===== config.mk =====
export PLATFORM = sky130hd
export DESIGN_NAME = mbs_top
export DESIGN_NICKNAME = d
export VERILOG_FILES = /design/src/rtl/mbs_pkg.sv /design/src/rtl/mbs_strobe.sv /design/src/rtl/mbs_irq.sv /design/src/rtl/mbs_regs.sv /design/src/rtl/mbs_top.sv
export SDC_FILE = /design/constraint.sdc
export NUM_CORES = 1
export LEC_CHECK = 0
export ABC_AREA = 1
export CORE_MARGIN = 10
export CORE_UTILIZATION = 60
export CTS_CLUSTER_SIZE = 10
export DETAILED_ROUTE_END_ITERATION = 7
export GPL_ROUTABILITY_DRIVEN = 0
export PLACE_DENSITY = 0.89
export SYNTH_ARGS = -nofsm -noshare
export SYNTH_HDL_FRONTEND = slang
export SYNTH_HIERARCHICAL = 1
export SYNTH_SLANG_ARGS = --single-unit

===== constraint.sdc =====
create_clock -name clk -period 2.18 [get_ports clk]
set_input_delay 0.436 -clock clk [delete_from_list [all_inputs] [get_ports clk]]
set_output_delay 0.436 -clock clk [all_outputs]
set_load 0.01 [all_outputs]

===== src/rtl/mbs_pkg.sv =====
package mbs_pkg;
    localparam int DW   = 8;
    localparam int NSRC = 2;

    localparam logic [DW-1:0] IX_IRQ  = 8'h00;
    localparam logic [DW-1:0] IX_CTL2 = 8'h01;
    localparam logic [DW-1:0] IX_CAL  = 8'h04;
    localparam logic [DW-1:0] IX_CAH  = 8'h05;
    localparam logic [DW-1:0] IX_CDAT = 8'h06;
    localparam logic [DW-1:0] IX_CTL  = 8'h07;
    localparam logic [DW-1:0] IX_FAL  = 8'h08;
    localparam logic [DW-1:0] IX_FAH  = 8'h09;
    localparam logic [DW-1:0] IX_FDAT = 8'h0A;
    localparam logic [DW-1:0] IX_DIVA = 8'h0C;
    localparam logic [DW-1:0] IX_DIVB = 8'h0D;
    localparam logic [DW-1:0] IX_REV  = 8'h0F;

    // per-source field stride inside the interrupt register
    localparam int IRQ_STRIDE = 4;
    localparam int IRQ_EN_OFS = 2;

    typedef struct packed {
        logic wr_prev;
        logic rd_prev;
        logic ack;
        logic rd_act;
    } strobe_t;

    typedef struct packed {
        logic [DW-1:0] index;
        logic [DW-1:0] ctl2;
        logic [DW-1:0] cal;
        logic [DW-1:0] cah;
        logic [DW-1:0] cdat;
        logic [DW-1:0] ctl;
        logic [DW-1:0] fal;
        logic [DW-1:0] fah;
        logic [DW-1:0] fdat;
        logic [DW-1:0] diva;
        logic [DW-1:0] divb;
        logic [DW-1:0] rdata;
    } regs_t;
endpackage


===== src/rtl/mbs_strobe.sv =====
module mbs_strobe (
    input  logic clk,
    input  logic rst_n,
    input  logic cs_n,
    input  logic wr_n,
    input  logic rd_n,
    output logic wr_go,
    output logic rd_go,
    output logic ack,
    output logic rd_act
);
    import mbs_pkg::*;

    strobe_t st_d, st_q;

    always_comb begin
        wr_go = ~cs_n & ~wr_n & st_q.wr_prev;
        rd_go = ~cs_n & ~rd_n & st_q.rd_prev;
        st_d  = st_q;
        st_d.wr_prev = wr_n;
        st_d.rd_prev = rd_n;
        st_d.ack     = wr_go | rd_go;
        if (rd_go)
            st_d.rd_act = 1'b1;
        else if (rd_n)
            st_d.rd_act = 1'b0;
    end

    always_ff @(posedge clk or negedge rst_n) begin
        if (!rst_n) begin
            st_q.wr_prev <= 1'b1;
            st_q.rd_prev <= 1'b1;
            st_q.ack     <= 1'b0;
            st_q.rd_act  <= 1'b0;
        end else begin
            st_q <= st_d;
        end
    end

    assign ack    = st_q.ack;
    assign rd_act = st_q.rd_act;
endmodule


===== src/rtl/mbs_irq.sv =====
module mbs_irq #(
    parameter int NSRC = mbs_pkg::NSRC
) (
    input  logic                   clk,
    input  logic                   rst_n,
    input  logic [NSRC-1:0]        evt,
    input  logic                   en_we,
    input  logic [NSRC-1:0]        en_wdata,
    input  logic                   clr,
    output logic [mbs_pkg::DW-1:0] status,
    output logic                   irq_n
);
    import mbs_pkg::*;

    logic [NSRC-1:0] pend_d, pend_q;
    logic [NSRC-1:0] en_d,   en_q;

    always_comb begin
        pend_d = (clr ? '0 : pend_q) | evt;
        en_d   = en_we ? en_wdata : en_q;
    end

    always_ff @(posedge clk or negedge rst_n) begin
        if (!rst_n) begin
            pend_q <= '0;
            en_q   <= '0;
        end else begin
            pend_q <= pend_d;
            en_q   <= en_d;
        end
    end

    always_comb begin
        status = '0;
        for (int i = 0; i < NSRC; i++) begin
            status[IRQ_STRIDE*i]              = pend_q[i];
            status[IRQ_STRIDE*i + IRQ_EN_OFS] = en_q[i];
        end
    end

    assign irq_n = ~|(pend_q & en_q);
endmodule


===== src/rtl/mbs_regs.sv =====
module mbs_regs #(
    parameter logic [7:0] REV  = 8'hA7,
    parameter int         NSRC = mbs_pkg::NSRC
) (
    input  logic                   clk,
    input  logic                   rst_n,
    input  logic                   wr_go,
    input  logic                   rd_go,
    input  logic                   sel_addr,
    input  logic [mbs_pkg::DW-1:0] din,
    input  logic [mbs_pkg::DW-1:0] irq_status,
    output logic                   irq_en_we,
    output logic [NSRC-1:0]        irq_en_wdata,
    output logic                   irq_clr,
    output logic [mbs_pkg::DW-1:0] rdata,
    output logic [1:0]             ts_en,
    output logic [1:0]             tuner_run
);
    import mbs_pkg::*;

    regs_t         r_d, r_q;
    logic [DW-1:0] rmux;
    logic          data_wr;

    always_comb begin
        case (r_q.index)
            IX_IRQ:  rmux = irq_status;
            IX_CTL2: rmux = r_q.ctl2;
            IX_CAL:  rmux = r_q.cal;
            IX_CAH:  rmux = r_q.cah;
            IX_CDAT: rmux = r_q.cdat;
            IX_CTL:  rmux = r_q.ctl;
            IX_FAL:  rmux = r_q.fal;
            IX_FAH:  rmux = r_q.fah;
            IX_FDAT: rmux = r_q.fdat;
            IX_DIVA: rmux = r_q.diva;
            IX_DIVB: rmux = r_q.divb;
            IX_REV:  rmux = REV;
            default: rmux = '0;
        endcase
    end

    always_comb begin
        r_d     = r_q;
        data_wr = wr_go & ~sel_addr;
        if (wr_go && sel_addr)
            r_d.index = din;
        if (data_wr) begin
            case (r_q.index)
                IX_CTL2: r_d.ctl2 = din;
                IX_CAL:  r_d.cal  = din;
                IX_CAH:  r_d.cah  = din;
                IX_CDAT: r_d.cdat = din;
                IX_CTL:  r_d.ctl  = din;
                IX_FAL:  r_d.fal  = din;
                IX_FAH:  r_d.fah  = din;
                IX_FDAT: r_d.fdat = din;
                IX_DIVA: r_d.diva = din;
                IX_DIVB: r_d.divb = din;
                default: ;
            endcase
        end
        if (rd_go)
            r_d.rdata = rmux;
    end

    always_ff @(posedge clk or negedge rst_n) begin
        if (!rst_n)
            r_q <= '0;
        else
            r_q <= r_d;
    end

    generate
        for (genvar i = 0; i < NSRC; i++) begin : g_en
            assign irq_en_wdata[i] = din[IRQ_STRIDE*i + IRQ_EN_OFS];
        end
    endgenerate

    assign irq_en_we = data_wr && (r_q.index == IX_IRQ);
    assign irq_clr   = rd_go && (r_q.index == IX_IRQ);
    assign rdata     = r_q.rdata;
    assign ts_en     = r_q.ctl2[5:4];
    assign tuner_run = r_q.ctl2[3:2];
endmodule


===== src/rtl/mbs_top.sv =====
module mbs_top #(
    parameter logic [7:0] REV  = 8'hA7,
    parameter int         NSRC = mbs_pkg::NSRC
) (
    input  logic            clk,
    input  logic            rst_n,
    input  logic            cs_n,
    input  logic            sel_addr,
    input  logic            wr_n,
    input  logic            rd_n,
    input  logic [7:0]      bus_in,
    output logic [7:0]      bus_out,
    output logic            bus_oe,
    output logic            rdy_n,
    input  logic [NSRC-1:0] irq_evt,
    output logic            irq_n,
    output logic [1:0]      ts_en,
    output logic [1:0]      tuner_run
);
    logic            wr_go, rd_go, ack, rd_act;
    logic            en_we, clr;
    logic [NSRC-1:0] en_wdata;
    logic [7:0]      status;

    mbs_strobe u_strobe (
        .clk(clk), .rst_n(rst_n), .cs_n(cs_n), .wr_n(wr_n), .rd_n(rd_n),
        .wr_go(wr_go), .rd_go(rd_go), .ack(ack), .rd_act(rd_act)
    );

    mbs_irq #(.NSRC(NSRC)) u_irq (
        .clk(clk), .rst_n(rst_n), .evt(irq_evt), .en_we(en_we),
        .en_wdata(en_wdata), .clr(clr), .status(status), .irq_n(irq_n)
    );

    mbs_regs #(.REV(REV), .NSRC(NSRC)) u_regs (
        .clk(clk), .rst_n(rst_n), .wr_go(wr_go), .rd_go(rd_go),
        .sel_addr(sel_addr), .din(bus_in), .irq_status(status),
        .irq_en_we(en_we), .irq_en_wdata(en_wdata), .irq_clr(clr),
        .rdata(bus_out), .ts_en(ts_en), .tuner_run(tuner_run)
    );

    assign bus_oe = rd_act & ~rd_n & ~cs_n;
    assign rdy_n  = ~ack;
endmodule


==> out/qor.txt <==
Clock transition at path regs -> 0.10 ns
Share of cells above drive strength 1 -> 0.1122
Vias per inst -> 5.799
Starting density of the core -> 0.6086
Type of origin of the critical path -> flip-flop
Layout area overhead -> 8.301%
Row cnt -> 34
Root Driver -> clkbuf_8
PwrDens -> 769.5 nW/um2
EDFF count, synth -> 0
First-pass GRT wire length -> 20,420 um
Dominant cells by area after synthesis -> dfrtp_1 (49%), nand2_1 (14%), nand3_1 (8.1%)
First DRT Iteration DRCs -> 559
Vias -> 4,245
Simple-gate area share of the yosys netlist -> 0.3234
Commonest cells in the synthesized netlist -> nand2_1 (191), dfrtp_1 (102), nand3_1 (85)
Peak supply drop -> 416.8 uV
Failing checks -> hold timing
Setup WS post-layout -> 0.2159 ns
Crit. Startpoint -> u_irq/pend_q[1]
Final hold violations -> 5
Period utilization -> 0.9010
Sw Pwr -> 1343 uW
Setup TNS -> 0 ns
Fmax achieved -> 0.5091 GHz
Clock share of power -> 0.301
Synthesis-stage register bit count -> 104
Leak -> 0.002804 uW
Setup crit end kind -> primary output
Final HPWL DP -> 8306 um
Worst r2r src -> u_regs/r_q[93]
Internal Power -> 3015 uW
Crit-path slowest cell -> clkdlybuf4s50_1
Seq. cell area -> 2605 um2
Cts bufs inserted -> 9
Top_reg_cell synth -> dfrtp_1
DP Worst Slack -> 0.004460 ns
Largest net degree at the start of global routing -> 47
Fin Hold WS -> -0.004920 ns
CP Capture Point -> irq_n
Htree depth -> 3
Clk_skew -> 0.009447 ns
Fin. max-slew vios -> 0
Max FO, Critical Path -> 3
Combinational fraction of design power -> 0.195
Initial antenna violation count -> 0
CP Buf/Inv Count -> 2
RR Endpoint -> u_irq/en_q[0]
Synthesized area -> 5230 um2
Chip Width -> 113.4 um
Postcts setup bufs -> 0
Least-Margin Pin Slew -> 0.5417 ns
Final ANT Viol Nets -> 0
Synth top area share -> 0.4880
Ys async rst share -> 1.000
Port bufs -> 30
Setup violators final -> 0
Latest clock arrival within the worst-skew pair -> 0.37 ns
Syn avg cell area -> 8.532 um2
Synthesized-area fraction occupied by ao, oa, aoi and oai cells -> 0.09091
Stages on the worst setup path -> 4
Most frequent cell after synthesis -> nand2_1
Arr. time, crit path -> 1.53 ns
Max-Cap Viols -> 0
CP cell instances -> nand2_1, nand2_1, inv_1, clkdlybuf4s50_1
# resized after CTS -> 0
Post-Synth Adder-Cell Area -> 0
Final #Nets -> 635
Drt wl/cell -> 17.04 um
Final min period -> 1.964 ns
Flop pwr share -> 0.504
GRT Residual Overflow -> 0
Max-slew headroom -> 0.6385
Switching Fraction -> 0.3082
Global-route total usage across every layer -> 0.1974
Synth Warn # -> 6
Count of unique library cells instantiated by Yosys -> 27
Final WL -> 12,470 um
Core ar. -> 8593 um2
R2r setup slk -> 0.44 ns
WS Path Type -> reg -> out
Crit path max-delay family -> buffers and inverters
RSZ-0062 raised after global routing -> false
Die height -> 113.4 um
Clock sinks -> 104
Die Area -> 12,850 um2
Crit path required time -> 1.74 ns
Sequential share of the synthesized area -> 0.4981
Drt drc -> 0
Vias in the first global route -> 4,047
Post-Synth XOR/XNOR Area -> 0
Synth area leader -> dfrtp_1
Number of antenna repair diodes -> 0
Multi-input gate area -> 2182 um2
Clock buffer depth -> 2
Largest family of logic cells by synthesized area -> simple AND/OR/NAND/NOR gates
IO Pins -> 31
First-pass DRT Iterations -> 6
Hold Buf Count CTS -> 0
Synth Instances -> 613
Worst Hold Class -> in -> async
Fillers -> 653
Worst path max stage delay -> 0.53 ns
Status -> complete, but fails checks
R2R cell count -> 9
Multiplexer share of the synthesized area -> 0
CTS tree -> yes
Crit path top cell by count -> nand2_1
routing by layer:
layer | global-route usage | part of all wire | vias to the layer above
li1 | - | - | 1984
met1 | 0.2469 | 0.39 | 2026
met2 | 0.3157 | 0.49 | 198
met3 | 0.05450 | 0.087 | 37
met4 | 0.08122 | 0.032 | 0
met5 | 0 | 0 | -
power by group through the flow:
stage          logic (uW)  registers, uW  clock network [uW]
2_1_floorplan         667           2200                   0
3_5_place_dp          839           2230                   0
6_report              851           2200                1310
4_1_cts               851           2190                1330
3_3_place_gp          814           2220                   0
5_1_grt               929           2210                1410
placed cells by master, fill, tap and decap left out:
cell,count
buf_4,7
nor2_8,6
bufinv_16,2
a21oi_1,1
inv_8,1
nor2_4,5
inv_2,4
inv_6,2
dlymetal6s2s_1,1
dfstp_2,2
nor3_1,1
dfrtp_1,102
conb_1,4
clkinv_1,1
clkbuf_8,9
nand3_2,1
buf_12,3
clkdlybuf4s50_1,28
clkinv_2,3
o21ai_1,64
nand2_2,4
o21ai_0,16
o21ai_2,8
nand2_4,3
inv_1,24
nand3_1,85
nand3_4,9
nor2_2,1
nor2_1,36
nand2_1,191
per-stage QoR:
| stage | power (uW) | utilization | cells | instance area [um2] |
|---|---|---|---|---|
| after floorplan | 2867 | - | 616 | 5241 |
| after global placement | 3034 | 0.6337 | 716 | 5445 |
| after detailed placement | 3066 | 0.6337 | 716 | 5445 |
| after CTS | 4376 | 0.6589 | 732 | 5662 |
| after global routing | 4549 | 0.6591 | 732 | 5664 |
| final | 4359 | 0.6591 | 732 | 5664 |
sequential cells by signal, summed over array words and instances (netlist names):
| register | flops |
|---|---|
| u_strobe/ack | 1 |
| u_regs/r_q | 84 |
| u_irq/en_q | 2 |
| u_strobe/st_q | 2 |
| u_irq/pend_q | 2 |
| u_strobe/rd_act | 1 |
| u_regs/rdata | 8 |
| u_regs/ts_en | 2 |
| u_regs/tuner_run | 2 |
cell families (layout without fill, tap and decap cells):
| group | Yosys count | after routing |
|---|---|---|
| flops | 104 | 104 |
| buf+inv | 77 | 85 |
| other cells | 1 | 4 |
| compound gates | 89 | 89 |
| simple gates | 342 | 342 |
final cells by class:
| type | count | area share |
|---|---|---|
| inverters | 30 | 0.02121 |
| clock inverters | 7 | 0.01635 |
| clock buffers | 9 | 0.02187 |
| well taps | 108 | 0.02386 |
| flip-flops and latches | 104 | 0.4599 |
| repair buffers | 39 | 0.07157 |
| multi-input cells | 435 | 0.3852 |
worst min-delay path by stage:
stage | start | end
2_1_floorplan | rst_n | u_irq/en_q[0]
3_3_place_gp | rst_n | u_regs/r_q[93]
3_5_place_dp | rst_n | u_irq/pend_q[1]
4_1_cts | rst_n | u_irq/pend_q[1]
5_1_grt | rst_n | u_regs/r_q[93]
6_report | rst_n | u_regs/r_q[92]
(Power assumes the default switching activity.)
